<file path="src/rtl/bga_pkg.sv">
package bga_pkg;

  typedef enum logic [0:0] {
    ARB_IDLE = 1'b0,
    ARB_HOLD = 1'b1
  } arb_state_e;

  // A level may compete only when it is strictly above the processor priority.
  function automatic logic lvl_above(input int unsigned lvl, input int unsigned pri);
    return lvl > pri;
  endfunction

  // Timer limit value for a timeout of n cycles (count runs 0 .. n-1).
  function automatic int unsigned last_count(input int unsigned n);
    return (n == 0) ? 0 : n - 1;
  endfunction

endpackage

</file>
<file path="src/rtl/bga_select.sv">
module bga_select #(
  parameter int unsigned NUM_LVL  = 4,
  parameter int unsigned LVL_BASE = 4,
  parameter int unsigned PRI_W    = 3
) (
  input  logic               dma_req,
  input  logic [NUM_LVL-1:0] irq_req,
  input  logic [PRI_W-1:0]   cpu_pri,
  output logic               win_dma,
  output logic [NUM_LVL-1:0] win_irq,
  output logic               any_win
);
  import bga_pkg::*;

  logic [NUM_LVL-1:0] eligible;

  for (genvar g = 0; g < NUM_LVL; g++) begin : g_elig
    assign eligible[g] = irq_req[g] & lvl_above(LVL_BASE + g, int'(cpu_pri));
  end

  // Scan from the lowest level upward; a later (higher) hit overrides.
  logic [NUM_LVL-1:0] irq_pick;
  always_comb begin
    irq_pick = '0;
    for (int i = 0; i < NUM_LVL; i++) begin
      if (eligible[i]) begin
        irq_pick    = '0;
        irq_pick[i] = 1'b1;
      end
    end
  end

  assign win_dma = dma_req;
  assign win_irq = dma_req ? '0 : irq_pick;
  assign any_win = dma_req | (|eligible);

endmodule

</file>
<file path="src/rtl/bga_timer.sv">
module bga_timer #(
  parameter int unsigned TIMEOUT = 64
) (
  input  logic clk,
  input  logic rst_n,
  input  logic run,
  input  logic clr,
  output logic expire
);
  import bga_pkg::*;

  localparam int unsigned CW = (TIMEOUT < 2) ? 1 : $clog2(TIMEOUT);
  localparam logic [CW-1:0] LAST = CW'(last_count(TIMEOUT));

  logic [CW-1:0] cnt;

  assign expire = run && (cnt == LAST);

  always_ff @(posedge clk or negedge rst_n) begin
    if (!rst_n) begin
      cnt <= '0;
    end else if (clr || expire) begin
      cnt <= '0;
    end else if (run) begin
      cnt <= cnt + 1'b1;
    end
  end

endmodule

</file>
<file path="src/rtl/bga_arbiter.sv">
module bga_arbiter #(
  parameter int unsigned NUM_LVL     = 4,
  parameter int unsigned LVL_BASE    = 4,
  parameter int unsigned PRI_W       = 3,
  parameter int unsigned ACK_TIMEOUT = 64
) (
  input  logic               clk,
  input  logic               rst_n,
  input  logic               dma_req,
  input  logic [NUM_LVL-1:0] irq_req,
  input  logic               ack_in,
  input  logic               bus_busy,
  input  logic [PRI_W-1:0]   cpu_pri,
  output logic               dma_grant,
  output logic [NUM_LVL-1:0] irq_grant,
  output logic               nak_err
);
  import bga_pkg::*;

  arb_state_e         state_q;
  logic               dma_q;
  logic [NUM_LVL-1:0] irq_q;
  logic               nak_q;

  logic               win_dma;
  logic [NUM_LVL-1:0] win_irq;
  logic               any_win;

  // Named events for the checker.
  logic issue_grant;
  logic ack_seen;
  logic timed_out;
  logic holding;

  bga_select #(
    .NUM_LVL (NUM_LVL),
    .LVL_BASE(LVL_BASE),
    .PRI_W   (PRI_W)
  ) u_select (
    .dma_req(dma_req),
    .irq_req(irq_req),
    .cpu_pri(cpu_pri),
    .win_dma(win_dma),
    .win_irq(win_irq),
    .any_win(any_win)
  );

  assign holding     = (state_q == ARB_HOLD);
  assign issue_grant = !holding && !ack_in && any_win;
  assign ack_seen    = holding && ack_in;

  bga_timer #(
    .TIMEOUT(ACK_TIMEOUT)
  ) u_timer (
    .clk   (clk),
    .rst_n (rst_n),
    .run   (holding && !ack_in),
    .clr   (!holding || ack_in),
    .expire(timed_out)
  );

  always_ff @(posedge clk or negedge rst_n) begin
    if (!rst_n) begin
      state_q <= ARB_IDLE;
      dma_q   <= 1'b0;
      irq_q   <= '0;
      nak_q   <= 1'b0;
    end else begin
      nak_q <= 1'b0;
      if (issue_grant) begin
        state_q <= ARB_HOLD;
        dma_q   <= win_dma;
        irq_q   <= win_irq;
      end else if (ack_seen || timed_out) begin
        state_q <= ARB_IDLE;
        dma_q   <= 1'b0;
        irq_q   <= '0;
        nak_q   <= timed_out && !ack_seen;
      end
    end
  end

  assign dma_grant = dma_q;
  assign irq_grant = irq_q;
  assign nak_err   = nak_q;

endmodule

</file>
<file path="config.mk">
export PLATFORM = sky130hd
export DESIGN_NAME = bga_arbiter
export DESIGN_NICKNAME = d
export VERILOG_FILES = /design/src/rtl/bga_pkg.sv /design/src/rtl/bga_select.sv /design/src/rtl/bga_timer.sv /design/src/rtl/bga_arbiter.sv
export SDC_FILE = /design/constraint.sdc
export NUM_CORES = 1
export LEC_CHECK = 0
export ABC_AREA = 1
export BUFFER_PORTS_ARGS = -buffer_cell sky130_fd_sc_hd__buf_4
export CORE_AREA = 2 2 43 45
export CTS_BUF_LIST = sky130_fd_sc_hd__clkbuf_16
export DETAILED_ROUTE_END_ITERATION = 16
export DIE_AREA = 0 0 45 47
export MAX_ROUTING_LAYER = met4
export PLACE_DENSITY = 0.67
export SYNTH_ARGS = -nofsm -noshare
export SYNTH_HDL_FRONTEND = slang
export SYNTH_SLANG_ARGS = --single-unit
</file>
<file path="constraint.sdc">
create_clock -name clk -period 1.1 [get_ports clk]
set_input_delay 0.22 -clock clk [delete_from_list [all_inputs] [get_ports clk]]
set_output_delay 0.22 -clock clk [all_outputs]
set_load 0.01 [all_outputs]
</file>
# Yosys cells after proc, flatten, opt, wreduce, memory -nomap -nowiden
# Cells that the tools add are included.
# W data, S select, Z words.
dict set report word_totals {
  out_inout_bits 6
  regBits 13
  word_cells 45
}
dict set report classes {
  n_addsub 1
  bitwise 5
  reduce_logical 15
  n_eq_ne 1
  muxes 14
  magnitude_cmp 4
}
# operator n
set ops {}
lappend ops {{$mux W4} 4}
lappend ops {{$gt A3 B3 Y1 const A} 4}
lappend ops {{$mux W6} 2}
lappend ops {{$add A6 B1 Y6 const B} 1}
lappend ops {{$eq A6 B6 Y1 const B} 1}
lappend ops {{$logic_and A1 B1 Y1} 6}
lappend ops {{$mux W1} 6}
lappend ops {{$and A1 B1 Y1} 4}
lappend ops {{$reduce_bool A2 Y1} 2}
lappend ops {{$reduce_or A4 Y1} 1}
lappend ops {{$logic_not A1 Y1} 3}
lappend ops {{$logic_or A1 B1 Y1} 3}
lappend ops {{$mux W3} 1}
lappend ops {{$mux W2} 1}
lappend ops {{$or A1 B1 Y1} 1}

# Depth between registers and ports, before layout
dict set report logic_depth {
  ltp_word 8
  depth_mapped 8
  ltp_nobuf 8
}

# Hierarchy
# From an unflattened synthesis, not the netlist that was laid out.
dict set report hier_totals {
  hier_cells 104
  area_unflattened_um2 757.0
}
# mod cells_per_inst n_inst area_each_um2
set modules_own_cells {}
lappend modules_own_cells {bga_timer 45 1 339.1}
lappend modules_own_cells {bga_arbiter 33 1 296.5}
lappend modules_own_cells {bga_select 26 1 121.4}

# Worst setup path before layout
# No wires, ideal clock.
dict set report synth_timing {
  path_type {reg2reg}
  startpoint {reg u_timer.cnt[0]}
  endpoint {reg irq_q[0], in the netlist irq_grant[0]}
  n_path_buf 0
  period_less_slack_ns 1.186
  setup_slack_ns -0.086
  t_arrival_ns 1.068
  stages_incl_launch_ff 9
  setup_time_ns 0.117
  cell_sequence {dfrtp_1 -> ha_1 -> nand3_1 -> nor2_1 -> nand2_1 -> nand2_1 -> nand2_1 -> nand3_1 -> nand2_1}
}
dict set report synth_via {
  elab_chain_len 4
}
# item line_no
set synth_rtl {}
lappend synth_rtl {{start, declared} bga_timer.sv:15} ;# logic [CW-1:0] cnt;
lappend synth_rtl {{start signal, assigned} bga_timer.sv:25} ;# cnt <= cnt + 1'b1;
lappend synth_rtl {{$eq A6 B6 Y1} bga_timer.sv:17} ;# assign expire = run && (cnt == LAST);
lappend synth_rtl {{$logic_and A1 B1 Y1} bga_timer.sv:17}
lappend synth_rtl {{$logic_or A1 B1 Y1} bga_arbiter.sv:74} ;# end else if (ack_seen || timed_out) begin
lappend synth_rtl {{$reduce_bool A2 Y1 (no line)} --}
lappend synth_rtl {{end signal, assigned} bga_arbiter.sv:73} ;# irq_q <= win_irq;
lappend synth_rtl {{end, declared} bga_arbiter.sv:22} ;# logic [NUM_LVL-1:0] irq_q;
# No other way between the ends.
# A chain may end at the register's enable or synchronous reset.

# Final worst setup path
dict set report layout_timing {
  startpoint {reg u_timer.cnt[0]}
  endpoint {reg irq_q[2], in the netlist irq_grant[2]}
}
# The elaborated chain is that of the path after synthesis.

==> summary.md <==
| Metric | Value |
|---|---|
| Number of CTS-inserted buffers | 3 |
| Actual slew at the worst max-slew pin | 0.246 ns |
| DRT iter0 DRCs | 10 |
| Area delta synth->final | 47.3% |
| Number of global-route vias before repair | 527 |
| Largest net degree at the start of global routing | 14 |
| GRT busiest layer | met2 |
| Routed wire per std cell | 10.8 um |
| Post-Synthesis Cells | 84 |
| Core area | 1650 um2 |
| Top-count cell post-synth | nand2_1 |
| Static Leak | 0.516 nW |
| Reg2Reg Depth | 8 |
| Root buffer cell | clkbuf_16 |
| CP Depth | 8 |
| Antenna Violating Nets Remaining | 0 |
| Mean Syn Cell Area | 8.00 um2 |
| Clock Skews | 0.00396 ns |
| GP Congestion | 0.765 |
| RSZ-0062 raised after global routing | true |
| R2R Setup Slk | -0.18 ns |
| Synth Area in XOR/XNOR | 0.0261 |
| RR Endpoint | irq_grant[2]$_DFFE_PN0P_ |
| Yosys reg bits | 13 |
| Yosys warning total | 0 |
| Post-synthesis sequential area ratio | 0.484 |
| Crit. End Element | flop |
| Deepest clock path buffer count | 2 |
| Share of layout cells above drive strength 1 | 0.373 |
| Gr usage total | 0.166 |
| Worst Hold Class | in2reg |
| Nets | 124 |
| Post-synthesis compound-gate area fraction | 0.0503 |
| Synth Cell Area | 672 um2 |
| Post-synth EDFFs | 0 |
| I/O Pins | 18 |
| CP delay by family, top | simple AND/OR/NAND/NOR gates |
| Final setup fails | 11 |
| Syn_nets | 97 |
| Die height | 47 um |
| TritonRoute pass-1 iters | 4 |
| Largest cells by area after synthesis | dfrtp_1, nand2_1, nand3_1, nor2_1, inv_1 |
| Die area | 2120 um2 |
| Initial Utilization | 0.407 |
| Slowest CP cell | dfrtp_1 |
| Final routed DRC violation total | 0 |
| Clk pin slew, worst setup/hold paths | 0.04 ns |
| Asr flop ratio synth | 1.00 |
| Max Cap Viol | 0 |
| Relative slew slack | 0.836 |
| TNS Setup | -1.31 ns |
| Top cell type's share of synthesized area | 0.484 |
| Simple-gate share of the synthesized area | 0.365 |
| Final Cycle Share | 1.16 |
| Post-layout util | 0.599 |
| DPL Wire Length | 1020 um |
| Crit path to | irq_grant[2]$_DFFE_PN0P_ |
| Routed WL | 1370 um |
| Clk_lat worst skew | 0.24 ns |
| Die W | 45 um |
| N_diodes | 0 |
| WP data arrival | 1.40 ns |
| Number of H-tree levels | 1 |
| CP required | 1.23 ns |
| I/O Buffers | 16 |
| Routed vias/inst | 4.91 |
| Hold Vio Cnt, Final | 0 |
| Max incr delay on CP | 0.35 ns |
| Status | finished, violations left |
| RR Startpoint | u_timer.cnt[0]$_DFFE_PN0P_ |
| Vias | 624 |
| Grt ovf | 0 |
| Fin. max-slew vios | 0 |
| CTS tree | done |
| Violated checks | setup timing |
| Launch point of the worst path | u_timer.cnt[0]$_DFFE_PN0P_ |
| CTS Sinks | 13 |
| First-pass GRT wire length | 2240 um |
| Worst Setup Slack, final | -0.176 ns |
| Synth cell types | 18 |
| Initial antenna violation count | 0 |
| Largest area contributor in the netlist | dfrtp_1 |
| Post-Synth Adder-Cell Area | 0.0186 |
| Synth cell count leaders | nand2_1, dfrtp_1, nor2_1, inv_1, nand3_1 |
| Worst vdd ir | 1.17 mV |
| Largest family of logic cells by synthesized area | simple AND/OR/NAND/NOR gates |
| CP bufs+invs | 0 |
| Pwr dens | 1460 nW/um2 |
| Pre-CTS setup slack | -0.130 ns |
| FP Rows | 15 |
| Max Clock Freq | 0.784 GHz |
| Top FF cell, synth | dfrtp_1 |
| CP Cell Sequence | ha_2 -> nand3_2 -> nor2_2 -> nand2_2 -> nand2_2 -> nand2_4 -> nand3_2 -> nand2_1 |
| Maximum fanout along the worst path | 4 |
| Mux cell area share after synthesis | 0 |
| M2 GR Usage | 0.223 |
| Final worst path period need | 1.28 ns |
| GR Layer Usage met3 | 0.0577 |
| Crit start category | flop |
| Setup CP Type | reg2reg |
| M1 GR Usage | 0.196 |
## through the flow
step                      cells  power [mW]  area, um2  hold WS [ns]
after global routing        127        1.52        990         0.310
after global placement      122       0.765        863        0.0719
after CTS                   127        1.45        957         0.271
after floorplan              84       0.656        684       -0.0756
after detailed placement    122       0.770        863        0.0718
final                       127        1.45        990         0.286
## metal layers
metal / part of all wire / routed length, um
met2: 0.45 / 621
met4: 0.034 / 47
met3: 0.069 / 95
met5: 0 / 0
met1: 0.44 / 603
## flip-flops by register name (all words and copies together) (netlist names)
register,count
dma_grant,1
holding,1
irq_grant,4
nak_err,1
u_timer.cnt,6
## worst min-delay path by stage
| stage | from | to | slack (ns) | depth (start not counted) |
|---|---|---|---|---|
| 5_1_grt | dma_req | irq_grant[3]$_DFFE_PN0P_ | 0.31 | 4 |
| 3_5_place_dp | rst_n | u_timer.cnt[3]$_DFFE_PN0P_ | 0.07 | 1 |
| 3_3_place_gp | rst_n | u_timer.cnt[4]$_DFFE_PN0P_ | 0.07 | 1 |
| 6_report | dma_req | irq_grant[0]$_DFFE_PN0P_ | 0.29 | 4 |
| 4_1_cts | ack_in | u_timer.cnt[4]$_DFFE_PN0P_ | 0.27 | 4 |
| 2_1_floorplan | rst_n | dma_grant$_DFFE_PN0P_ | -0.08 | 0 |
## worst register-to-register path, delay by kind of cell, from the launching register on
family        cells  cell delay (ns)
simple gates      7             0.61
fa+ha+maj         1             0.20
flops             1             0.35
## power breakdown
part	total (mW)	switching (mW)	internal (mW)	leakage, nW
Clock	0.664	0.186	0.478	0.0423
Sequential	0.539	0.0272	0.512	0.176
Combinational	0.242	0.130	0.112	0.298
## timing repair
action,CTS,global route
endpoints found under the hold margin,13,0
pin swaps,1,4
buffers inserted,0,0
endpoints found under the setup margin,11,12
gates resized for setup,1,8
hold buffers,1,0
## area by class of cell
cell class                 count  area [um2]
fill                         153         662
multi-input combinational     61         359
sequential                    13         325
timing repair buffer          22         168
clock buffer                   3        75.1
inverter                      10        37.5
tap                           17        21.3
clock inverter                 1        3.75
## layout by cell type (no fill, tap or decap), types with 2 or more instances in the layout
cell / n
nand2_1: 19
nand3_2: 6
buf_4: 21
inv_1: 11
nand2_4: 2
dfrtp_1: 13
clkbuf_16: 3
nand2_2: 5
nor2_1: 12
nand3_1: 5
## logic make-up (layout without fill, tap and decap cells)
logic type | Yosys count | count (layout)
simple gates | 54 | 54
xor+xnor | 2 | 2
compound gates | 4 | 4
fa+ha+maj | 1 | 1
flops | 13 | 13
buf+inv | 10 | 36
Power figures use the tool's default switching activity.
